===== src/rtl/ls_split_pkg.sv =====
package ls_split_pkg;
  localparam int WORD_W = 32;
  localparam int LANES  = WORD_W / 8;

  typedef enum logic [1:0] {
    CLS_WORD   = 2'd0,
    CLS_DWORD  = 2'd1,
    CLS_COPROC = 2'd2,
    CLS_OTHER  = 2'd3
  } op_class_e;

  typedef enum logic [2:0] {
    ST_IDLE,
    ST_ISSUE0,
    ST_ISSUE1,
    ST_LAST,
    ST_RESP
  } split_state_e;
endpackage


===== src/rtl/ls_align_check.sv =====
module ls_align_check
  import ls_split_pkg::*;
(
  input  op_class_e          cls,
  input  logic [1:0]         size,
  input  logic [1:0]         offset,
  output logic               fault,
  output logic               two_acc,
  output logic [LANES-1:0]   base_mask
);
  always_comb begin
    fault     = 1'b0;
    two_acc   = 1'b0;
    base_mask = '1;
    unique case (cls)
      CLS_WORD:   two_acc = (offset != 2'd0);
      CLS_DWORD: begin
        fault   = (offset != 2'd0);
        two_acc = 1'b1;
      end
      CLS_COPROC: fault = (offset != 2'd0);
      default: begin
        unique case (size)
          2'd0: base_mask = LANES'(1);
          2'd1: begin
            base_mask = LANES'(3);
            fault     = offset[0];
          end
          default: fault = (offset != 2'd0);
        endcase
      end
    endcase
  end
endmodule


===== src/rtl/ls_store_lanes.sv =====
module ls_store_lanes
  import ls_split_pkg::*;
(
  input  logic [2*WORD_W-1:0] wdata,
  input  logic [1:0]          offset,
  input  logic [LANES-1:0]    base_mask,
  input  logic                dword,
  output logic [WORD_W-1:0]   lo_data,
  output logic [WORD_W-1:0]   hi_data,
  output logic [LANES-1:0]    lo_be,
  output logic [LANES-1:0]    hi_be
);
  logic [2*WORD_W-1:0] shifted;
  logic [2*LANES-1:0]  mask2;

  always_comb begin
    shifted = {{WORD_W{1'b0}}, wdata[WORD_W-1:0]} << (8 * offset);
    mask2   = {{LANES{1'b0}}, base_mask} << offset;
    if (dword) begin
      lo_data = wdata[WORD_W-1:0];
      hi_data = wdata[2*WORD_W-1:WORD_W];
      lo_be   = '1;
      hi_be   = '1;
    end else begin
      lo_data = shifted[WORD_W-1:0];
      hi_data = shifted[2*WORD_W-1:WORD_W];
      lo_be   = mask2[LANES-1:0];
      hi_be   = mask2[2*LANES-1:LANES];
    end
  end
endmodule


===== src/rtl/ls_load_merge.sv =====
module ls_load_merge
  import ls_split_pkg::*;
(
  input  op_class_e           cls,
  input  logic [1:0]          size,
  input  logic [1:0]          offset,
  input  logic [WORD_W-1:0]   lo_word,
  input  logic [WORD_W-1:0]   hi_word,
  output logic [2*WORD_W-1:0] result
);
  logic [2*WORD_W-1:0] rot;

  always_comb begin
    rot = {hi_word, lo_word} >> (8 * offset);
    if (cls == CLS_DWORD) begin
      result = {hi_word, lo_word};
    end else if (cls == CLS_OTHER && size == 2'd0) begin
      result = {{(2*WORD_W-8){1'b0}}, rot[7:0]};
    end else if (cls == CLS_OTHER && size == 2'd1) begin
      result = {{(2*WORD_W-16){1'b0}}, rot[15:0]};
    end else begin
      result = {{WORD_W{1'b0}}, rot[WORD_W-1:0]};
    end
  end
endmodule


===== src/rtl/ls_unaligned_splitter.sv =====
module ls_unaligned_splitter
  import ls_split_pkg::*;
#(
  parameter int ADDR_W = 32
) (
  input  logic                clk,
  input  logic                rst,
  input  logic                req_valid,
  output logic                req_ready,
  input  logic [1:0]          req_class,
  input  logic                req_we,
  input  logic [1:0]          req_size,
  input  logic [ADDR_W-1:0]   req_addr,
  input  logic [63:0]         req_wdata,
  output logic                mem_req,
  output logic                mem_we,
  output logic [ADDR_W-3:0]   mem_addr,
  output logic [3:0]          mem_be,
  output logic [31:0]         mem_wdata,
  input  logic [31:0]         mem_rdata,
  output logic                rsp_valid,
  output logic                rsp_exc,
  output logic [ADDR_W-1:0]   rsp_exc_addr,
  output logic [63:0]         rsp_rdata
);
  localparam int WA_W = ADDR_W - 2;

  split_state_e        st;
  op_class_e           cls_in, cls_q;
  logic                we_q, two_q;
  logic [1:0]          size_q, off_q;
  logic [WORD_W-1:0]   w0_q, hi_data_q;
  logic [LANES-1:0]    hi_be_q;

  logic                fault, two_acc;
  logic [LANES-1:0]    base_mask, lo_be, hi_be;
  logic [WORD_W-1:0]   lo_data, hi_data;
  logic [WORD_W-1:0]   merge_lo;
  logic [2*WORD_W-1:0] merged;

  assign cls_in    = op_class_e'(req_class);
  assign req_ready = (st == ST_IDLE);

  ls_align_check u_chk (
    .cls(cls_in), .size(req_size), .offset(req_addr[1:0]),
    .fault(fault), .two_acc(two_acc), .base_mask(base_mask)
  );

  ls_store_lanes u_lanes (
    .wdata(req_wdata), .offset(req_addr[1:0]), .base_mask(base_mask),
    .dword(cls_in == CLS_DWORD),
    .lo_data(lo_data), .hi_data(hi_data), .lo_be(lo_be), .hi_be(hi_be)
  );

  assign merge_lo = two_q ? w0_q : mem_rdata;

  ls_load_merge u_merge (
    .cls(cls_q), .size(size_q), .offset(off_q),
    .lo_word(merge_lo), .hi_word(mem_rdata), .result(merged)
  );

  always_ff @(posedge clk) begin
    if (rst) begin
      st           <= ST_IDLE;
      cls_q        <= CLS_WORD;
      we_q         <= 1'b0;
      two_q        <= 1'b0;
      size_q       <= '0;
      off_q        <= '0;
      w0_q         <= '0;
      hi_data_q    <= '0;
      hi_be_q      <= '0;
      mem_req      <= 1'b0;
      mem_we       <= 1'b0;
      mem_addr     <= '0;
      mem_be       <= '0;
      mem_wdata    <= '0;
      rsp_valid    <= 1'b0;
      rsp_exc      <= 1'b0;
      rsp_exc_addr <= '0;
      rsp_rdata    <= '0;
    end else begin
      unique case (st)
        ST_IDLE: begin
          rsp_valid <= 1'b0;
          if (req_valid) begin
            cls_q     <= cls_in;
            we_q      <= req_we;
            two_q     <= two_acc;
            size_q    <= req_size;
            off_q     <= req_addr[1:0];
            hi_data_q <= hi_data;
            hi_be_q   <= hi_be;
            if (fault) begin
              st           <= ST_RESP;
              rsp_valid    <= 1'b1;
              rsp_exc      <= 1'b1;
              rsp_exc_addr <= req_addr;
              rsp_rdata    <= '0;
            end else begin
              st        <= ST_ISSUE0;
              mem_req   <= 1'b1;
              mem_we    <= req_we;
              mem_addr  <= req_addr[ADDR_W-1:2];
              mem_be    <= req_we ? lo_be : {LANES{1'b1}};
              mem_wdata <= lo_data;
            end
          end
        end
        ST_ISSUE0: begin
          if (two_q) begin
            st        <= ST_ISSUE1;
            mem_addr  <= mem_addr + WA_W'(1);
            mem_be    <= we_q ? hi_be_q : {LANES{1'b1}};
            mem_wdata <= hi_data_q;
          end else begin
            st      <= ST_LAST;
            mem_req <= 1'b0;
          end
        end
        ST_ISSUE1: begin
          st      <= ST_LAST;
          mem_req <= 1'b0;
          w0_q    <= mem_rdata;
        end
        ST_LAST: begin
          st           <= ST_RESP;
          rsp_valid    <= 1'b1;
          rsp_exc      <= 1'b0;
          rsp_exc_addr <= '0;
          rsp_rdata    <= we_q ? '0 : merged;
        end
        default: begin
          st        <= ST_IDLE;
          rsp_valid <= 1'b0;
        end
      endcase
    end
  end


  exc_no_mem_chk: assert property (@(posedge clk) disable iff (rst)
    (rsp_valid && rsp_exc) |-> (!mem_req && !$past(mem_req)));


  second_word_next_chk: assert property (@(posedge clk) disable iff (rst)
    (mem_req && $past(mem_req) && !$past(rst)) |-> (mem_addr == $past(mem_addr) + WA_W'(1)));


  read_full_be_chk: assert property (@(posedge clk) disable iff (rst)
    (mem_req && !mem_we) |-> (mem_be == 4'hF));


  write_some_be_chk: assert property (@(posedge clk) disable iff (rst)
    (mem_req && mem_we) |-> (mem_be != 4'h0));


  rsp_pulse_chk: assert property (@(posedge clk) disable iff (rst)
    rsp_valid |=> !rsp_valid);


  busy_not_ready_chk: assert property (@(posedge clk) disable iff (rst)
    (mem_req || rsp_valid) |-> !req_ready);
endmodule


===== config.mk =====
export PLATFORM = sky130hd
export DESIGN_NAME = ls_unaligned_splitter
export DESIGN_NICKNAME = d
export VERILOG_FILES = /design/src/rtl/ls_split_pkg.sv /design/src/rtl/ls_align_check.sv /design/src/rtl/ls_store_lanes.sv /design/src/rtl/ls_load_merge.sv /design/src/rtl/ls_unaligned_splitter.sv
export SDC_FILE = /design/constraint.sdc
export NUM_CORES = 1
export LEC_CHECK = 0
export BUFFER_PORTS_ARGS = -buffer_cell sky130_fd_sc_hd__buf_2
export CORE_AREA = 2 2 140 176
export DETAILED_ROUTE_END_ITERATION = 12
export DIE_AREA = 0 0 142 178
export PLACE_DENSITY_LB_ADDON = 0.25
export SETUP_SLACK_MARGIN = 0.3
export SLEW_MARGIN = 10
export SYNTH_ARGS = -nofsm -noshare
export SYNTH_HDL_FRONTEND = slang
export SYNTH_HIERARCHICAL = 1
export SYNTH_SLANG_ARGS = --single-unit
export TNS_END_PERCENT = 20

===== constraint.sdc =====
create_clock -name clk -period 3.3 [get_ports clk]
set_input_delay 0 -clock clk [delete_from_list [all_inputs] [get_ports clk]]
set_output_delay 0 -clock clk [all_outputs]
set_load 0.05 [all_outputs]

==> summary.txt, run 1 <==
Cells and area
  • Final Util: 0.694
  • Diode count: 0
  • Commonest cells after routing, fill and taps aside: buf_2 (301), nand2_1 (293), dfxtp_1 (243), dlygate4sd3_1 (131), a21oi_1 (126)
  • Nets@finish: 2014
  • Share of layout cells above drive strength 1: 0.245
  • Area Growth Syn to Fin: 27.8%
  • Commonest non-fill, non-tap cell in the layout: buf_2

Setup path
  • CP Capture Type: register
  • Critical path class: input port to register
  • CP Capture Point: mem_wdata[29]$_SDFFE_PP0P_
  • RR Endpoint: mem_addr[29]$_SDFFE_PP0P_
  • R2R cell count: 6
  • R2R setup slack: 0.77 ns
  • Worst Path Required: 3.73 ns
  • Worst setup path start: req_class[0]
  • Reg2reg start: two_q$_SDFFE_PP0P_
  • CP startpoint kind: input port
  • Critical Path Fanout Max: 41
  • WP data arrival: 3.19 ns

Timing
  • Final Slew Violations: 0
  • Hold Violations, Final: 0
  • Unrepaired setup endpoints after global routing: false
  • Slew @ Worst Pin: 0.983 ns
  • Rel. slew slack: 0.345
  • FMAX: 0.363 GHz
  • Final setup viols: 0
  • Setup Skew: 0.0113 ns
  • Period utilization: 0.834
  • Setup TNS: 0 ns
  • Min cycle time layout: 2.75 ns

Power and ir drop
  • Clock share of power: 0.304
  • P_sw: 3.51 mW
  • Sw Share: 0.372
  • Leakage: 6.81 nW
  • Reg power frac: 0.370
  • Logic pwr share: 0.326
  • PwrDens: 577 nW/um2
  • Peak VDD IR: 0.554 mV
  • Int Power: 5.92 mW

Yosys
  • Number of synthesized flops with an enable pin: 0
  • Yosys Warn Count: 6
  • Netlist cell types: 74
  • Number of register bits inferred by synthesis: 245
  • Post-Syn Nets: 1677
  • Top FF cell, synth: dfxtp_1
  • Sequential share of the synthesized area: 0.383
  • Synth Instances: 1537
  • Synthesized cell area: 12800 um2
  • Post-synth ARST share: 0
  • Synth Area per Inst: 8.32 um2

Drt
  • Initial DRT Pass Iterations: 6
  • Routed wire per std cell: 19.8 um
  • Average vias per placed instance: 6.13
  • Antenna viol nets, final: 0
  • Routed vias: 13400
  • Drt total wl: 43300 um
  • Starting DRT DRC Count: 1010
  • DRC viols: 0

Place
  • Port bufs: 302
  • Hpwl dp: 27300 um
  • GPL Wtd Cong: 0.929

Clock network
  • TritonCTS Sinks: 245
  • Post-CTS Resized: 0
  • CTS tree: yes
  • Clock Tree Root: clkbuf_16
  • Setup bufs post-CTS: 0
  • Hold Buf Count CTS: 131
  • CTS HTree Levels: 1
  • Clock-pin slew on the worst setup and hold paths: 0.06 ns
  • Clk_lat worst skew: 0.53 ns
  • Clock buffers created by TritonCTS: 26
  • Clk buf depth: 3

GRT
  • GR Util met3: 0.0572
  • Global route total overflow: 0
  • Largest net degree at the start of global routing: 121
  • Met2 usage: 0.553
  • GR peak layer: met2
  • GRT Util Overall: 0.326
  • Number of global-route vias before repair: 12800
  • Met1 Track Usage GR: 0.389
  • Initial antenna violation count: 0
  • First-pass GRT wire length: 66700 um

Floorplan
  • Core area: 23600 um2
  • Ports: 303
  • Chip Height: 178 um
  • DIE WIDTH: 142 um
  • Site Rows: 63
  • Initial cell density of the core: 0.543
  • Die area: 25300 um2

Min path
  • Worst hold path type: input port to register

Run
  • Max-cap viol count: 0

Run status
  • Status: completed
## final cells by class
cell class	instances	area [um2]
inverter	27	101
multi-input combinational	1118	7130
timing repair buffer	456	3030
tap	292	365
clock buffer	37	753
sequential	245	4910
fill	1870	7220
clock inverter	8	68.8
## synth_stat cells (all sizes together), types with 7 or more instances
library cell,instances,area (um2)
nand2,293,1100
dfxtp,245,4900
a21oi,127,636
nor2,107,402
a22o,91,797
clkbuf,75,293
buf,71,397
a22oi,65,488
o21ai,61,309
and2,56,350
mux2,50,593
a311oi,33,289
inv,26,97.6
mux4,24,541
nand3,23,120
a31oi,15,93.8
mux2i,15,150
nor2b,13,81.3
nor3,13,65.1
nand2b,10,62.6
nand4,10,62.6
a221oi,8,76.3
o221a,8,90.1
a21o,7,52.6
nand3b,7,52.6
o22ai,7,43.8
## worst max-delay path, cell delays in order
cell and delay [ns]:
dlygate4sd3_1 0.57, buf_2 0.17, nor2b_4 0.56, buf_4 0.48, nand2b_1 0.19, o22ai_1 0.07
a222oi_1 0.23, dlygate4sd3_1 0.59, nand2_1 0.06, a311oi_1 0.26
## state kept, by name, summed over array words and instances (netlist names), 2 cells and up
name,cells
mem_be,4
cls_q,2
st,3
hi_be_q,4
mem_wdata,32
size_q,2
mem_addr,30
rsp_rdata,64
hi_data_q,32
off_q,2
rsp_exc_addr,32
w0_q,32
## worst min-delay path by stage
stage                              from                       endpoint  slack [ns]  cells after the start
after floorplan            req_addr[28]      mem_addr[26]$_SDFFE_PP0P_        0.13                      2
after global placement      req_size[1]         size_q[1]$_SDFFE_PP0P_        0.26                      3
after detailed placement   req_addr[28]      mem_addr[26]$_SDFFE_PP0P_        0.27                      3
after CTS                 req_wdata[14]     mem_wdata[14]$_SDFFE_PP0P_      0.0008                      5
after global routing      req_wdata[14]     mem_wdata[14]$_SDFFE_PP0P_        0.03                      5
final                               rst  rsp_exc_addr[22]$_SDFFE_PP0P_       0.003                      2
## per-layer routing
layer,up-vias,wire length [um]
met3,162,3320
met5,-,0
li1,6194,-
met4,0,2580
met1,6381,16500
met2,648,20900
## power groups by stage
stage | sequential [mW] | combinational (mW) | clock [mW]
floorplan | 4.12 | 1.57 | 0
global placement | 3.54 | 2.86 | 0
detailed placement | 3.55 | 2.90 | 0
CTS | 3.48 | 3.04 | 2.90
global route | 3.53 | 3.28 | 3.03
finish | 3.49 | 3.08 | 2.86
## cell families after synthesis
family / Yosys count / synth area share
AOI/OAI and AO/OA: 464 / 0.252
adders and majority gates: 4 / 0.00391
DFF: 245 / 0.383
xor gates and xnor gates: 1 / 0.000685
and+or+nand+nor: 559 / 0.197
muxes: 89 / 0.100
other: 1 / 0.000293
buffers and inverters: 174 / 0.0625
## stage by stage
step / cell area, um2 / power (mW) / hold slack [ns] / worst slack [ns] / instances
floorplan: 12800 / 5.69 / 0.133 / 0.889 / 1537
global placement: 14200 / 6.39 / 0.263 / 0.845 / 2007
detailed placement: 14200 / 6.45 / 0.275 / 0.824 / 2007
CTS: 16400 / 9.42 / 0.000839 / 0.617 / 2183
global route: 16400 / 9.85 / 0.0304 / 0.397 / 2183
finish: 16400 / 9.44 / 0.00345 / 0.547 / 2183
No activity file was read; power rests on OpenSTA's default activity.
==> inputs of run 2 (changes only) <==
--- a/config.mk
+++ b/config.mk
@@ -6,9 +6,9 @@
 export NUM_CORES = 1
 export LEC_CHECK = 0
 export BUFFER_PORTS_ARGS = -buffer_cell sky130_fd_sc_hd__buf_2
-export CORE_AREA = 2 2 140 176
+export CORE_AREA = 2 2 148 186
 export DETAILED_ROUTE_END_ITERATION = 12
-export DIE_AREA = 0 0 142 178
+export DIE_AREA = 0 0 150 188
 export PLACE_DENSITY_LB_ADDON = 0.25
 export SETUP_SLACK_MARGIN = 0.3
 export SLEW_MARGIN = 10
==> constraint.sdc (replaced) <==
create_clock -name clk -period 2.3 [get_ports clk]
set_input_delay 0 -clock clk [delete_from_list [all_inputs] [get_ports clk]]
set_output_delay 0 -clock clk [all_outputs]
set_load 0.05 [all_outputs]
==> run 2 against run 1 <==
  * First-iteration DRC count grew 16%
  * Sequential share of layout area fell by 1.2 points
  * Die area grew 12%
  * Via count grew 1.0%
  * Non-clock buffer count grew 40
  * Largest cell class unchanged
==> summary.txt, run 2 (synthesis gave the netlist of run 1 again) <==
Min path
  • Worst hold path type: input port to register
  • Hold Path Cell Cnt: 5 (+3)
  • Hold_sp: req_wdata[13]

Timing
  • Slew @ Worst Pin: 0.962 ns (-0.0208 ns)
  • Hold Worst Slack: 0.0137 ns (+0.0102 ns)
  • Rel. slew slack: 0.357 (+0.0126)
  • Hold Violations, Final: 0 (unchanged)
  • Min cycle time layout: 2.02 ns
  • Final setup viols: 0 (unchanged)
  • Final Slew Violations: 0 (unchanged)
  • Setup Skew: 0.0298 ns (+0.0186 ns)
  • Setup TNS: 0 ns (unchanged)
  • FMAX: 0.496 GHz
  • Period utilization: 0.877
  • Unrepaired setup endpoints after global routing: true

Cells and area
  • Commonest non-fill, non-tap cell in the layout: buf_2
  • Max reg flops: 64 (unchanged)
  • Nets@finish: 2054 (+2.0%)
  • Biggest register: rsp_rdata
  • Multi-input logic area: 7190 um2 (+0.81%)
  • Commonest cells after routing, fill and taps aside: buf_2 (301), nand2_1 (293), dfxtp_1 (225), dlygate4sd3_1 (132), a21oi_1 (126)
  • Share of layout cells above drive strength 1: 0.273 (+0.0281)
  • Area Growth Syn to Fin: 33.9%
  • Seq. cell area: 4940 um2 (+0.61%)
  • Filler cells: 2231 (+19%)

Setup path
  • R2R cell count: 5 (-1)
  • Critical Path Fanout Max: 11 (-73%)
  • Critical path class: input port to register
  • CP startpoint kind: input port
  • CP Capture Type: register
  • Reg2reg start: two_q$_SDFFE_PP0P_
  • WP data arrival: 2.43 ns (-0.76 ns)
  • Cells along the critical path: dlygate4sd3_1 -> buf_2 -> nand2_1 -> a31oi_2 -> or3b_4 -> buf_4 -> a21oi_4 -> buf_12 -> buf_12 -> nor2_1 -> o21ai_0 -> nand3_1
  • R2R setup slack: 0.30 ns (-0.47 ns)
  • Worst path top cell family by delay: buffers and inverters
  • Worst Path Required: 2.71 ns (-1.02 ns)
  • CP bufs+invs: 5 (+1)
  • Cell with the most instances on the worst path: buf_12
  • Worst path depth: 12 (+2)
  • CP max stage delay: 0.55 ns (-0.04 ns)
  • Slowest CP cell: dlygate4sd3_1
  • Worst setup path start: req_size[0]

Clock network
  • Clk_lat worst skew: 0.53 ns (about the same)
  • CTS HTree Levels: 1 (unchanged)
  • TritonCTS Sinks: 245 (unchanged)
  • Clock-pin slew on the worst setup and hold paths: 0.06 ns (about the same)
  • Clock buffers created by TritonCTS: 26 (unchanged)
  • CTS tree: yes
  • Clk buf depth: 3 (unchanged)
  • Clock Tree Root: clkbuf_16

GRT
  • Initial antenna violation count: 2 (+2)
  • GR Util met3: 0.0394 (-0.0178)
  • Global route total overflow: 0 (unchanged)
  • First-pass GRT wire length: 67500 um (+1.3%)
  • Number of global-route vias before repair: 12800 (+0.16%)
  • Met2 usage: 0.506 (-0.0464)
  • GR peak layer: met2
  • Largest net degree at the start of global routing: 85 (-30%)
  • GRT Util Overall: 0.294 (-0.0320)
  • Met1 Track Usage GR: 0.360 (-0.0298)

Drt
  • Routed vias: 13500 (+1.0%)
  • Routed wire per std cell: 19.3 um (-2.7%)
  • DRC viols: 0 (unchanged)
  • Drt total wl: 44000 um (+1.5%)
  • Starting DRT DRC Count: 1169 (+16%)
  • Average vias per placed instance: 5.93 (-3.2%)
  • Initial DRT Pass Iterations: 5 (-1)
  • Antenna viol nets, final: 0 (unchanged)

Floorplan
  • DIE WIDTH: 150 um (+5.6%)
  • Chip Height: 188 um (+5.6%)
  • Die area: 28200 um2 (+12%)
  • Initial cell density of the core: 0.483 (-0.0599)
  • Core area: 26500 um2 (+12%)
  • Ports: 303 (unchanged)
  • Site Rows: 67 (+6.3%)

Run
  • Max-cap viol count: 0 (unchanged)

Power and ir drop
  • Peak VDD IR: 0.714 mV (+29%)
  • Total power: 14.2 mW (+50%)
  • Leakage: 7.12 nW (+4.5%)
  • PwrDens: 828 nW/um2 (+44%)

Run status
  • Status: completed

Place
  • Hpwl dp: 28600 um (+4.8%)
  • Port bufs: 302 (unchanged)
  • GPL Wtd Cong: 0.906 (-2.6%)
[run 2: changes by cell type in the layout (fill, tap and decap cells not counted), sizes merged, moves of 3 or more]
cell and delta:
buf +37, bufinv +3, clkbuf +4, clkinv -5
diode +3
[run 2: power by group]
group / switching (mW) / internal, mW / leakage, nW
clock: 1.72 / 2.72 / 0.432
combinational: 3.03 / 1.70 / 4.69
sequential: 0.349 / 4.67 / 2.00
total: 5.10 / 9.10 / 7.12
[run 2: metal layers]
layer | vias to the layer above | wire, um
li1 | 6299 | -
met1 | 6427 | 17200
met2 | 633 | 21400
met3 | 165 | 3020
met4 | 0 | 2320
met5 | - | 0
[run 2: worst paths after layout]
path                                endpoint
hold reg to reg        w0_q[27]$_SDFFE_PP0N_
setup / recovery   mem_addr[26]$_SDFFE_PP0P_
hold / removal    mem_wdata[29]$_SDFFE_PP0P_
setup reg to reg  rsp_rdata[25]$_SDFFE_PP0P_
[run 2: timing repair]
item	in CTS	in global routing
resized for setup	1	14
pin swaps	0	3
hold buffers	132	0
endpoints found under the hold margin	187	0
gates cloned	0	2
setup buffers	0	10
setup endpoints to repair	1	45
[run 2: area by class of cell]
class / count / share of cell area
Timing Repair Buffer: 496 / 0.208
Sequential cell: 245 / 0.288
Tap cell: 345 / 0.0252
Antenna cell: 3 / 0.000438
Clock inverter: 6 / 0.00796
Inverter: 27 / 0.00591
Multi-Input combinational cell: 1118 / 0.419
Clock buffer: 39 / 0.0444
[run 2: stage by stage]
stage / area [um2] / std cells / utilization / setup WS, ns
final: 17100 / 2279 / 0.647 / 0.282
after global routing: 17100 / 2278 / 0.647 / 0.208
after CTS: 16900 / 2264 / 0.639 / 0.304
after detailed placement: 14700 / 2087 / 0.555 / 0.0503
after global placement: 14700 / 2087 / 0.555 / 0.105
after floorplan: 12800 / 1537 / - / 0.206
[run 2: tightest hold or removal path, stage by stage]
cell	delay, ns
buf_2	0.13
nand2b_1	0.09
a222oi_1	0.09
nand2_1	0.08
a311oi_1	0.08
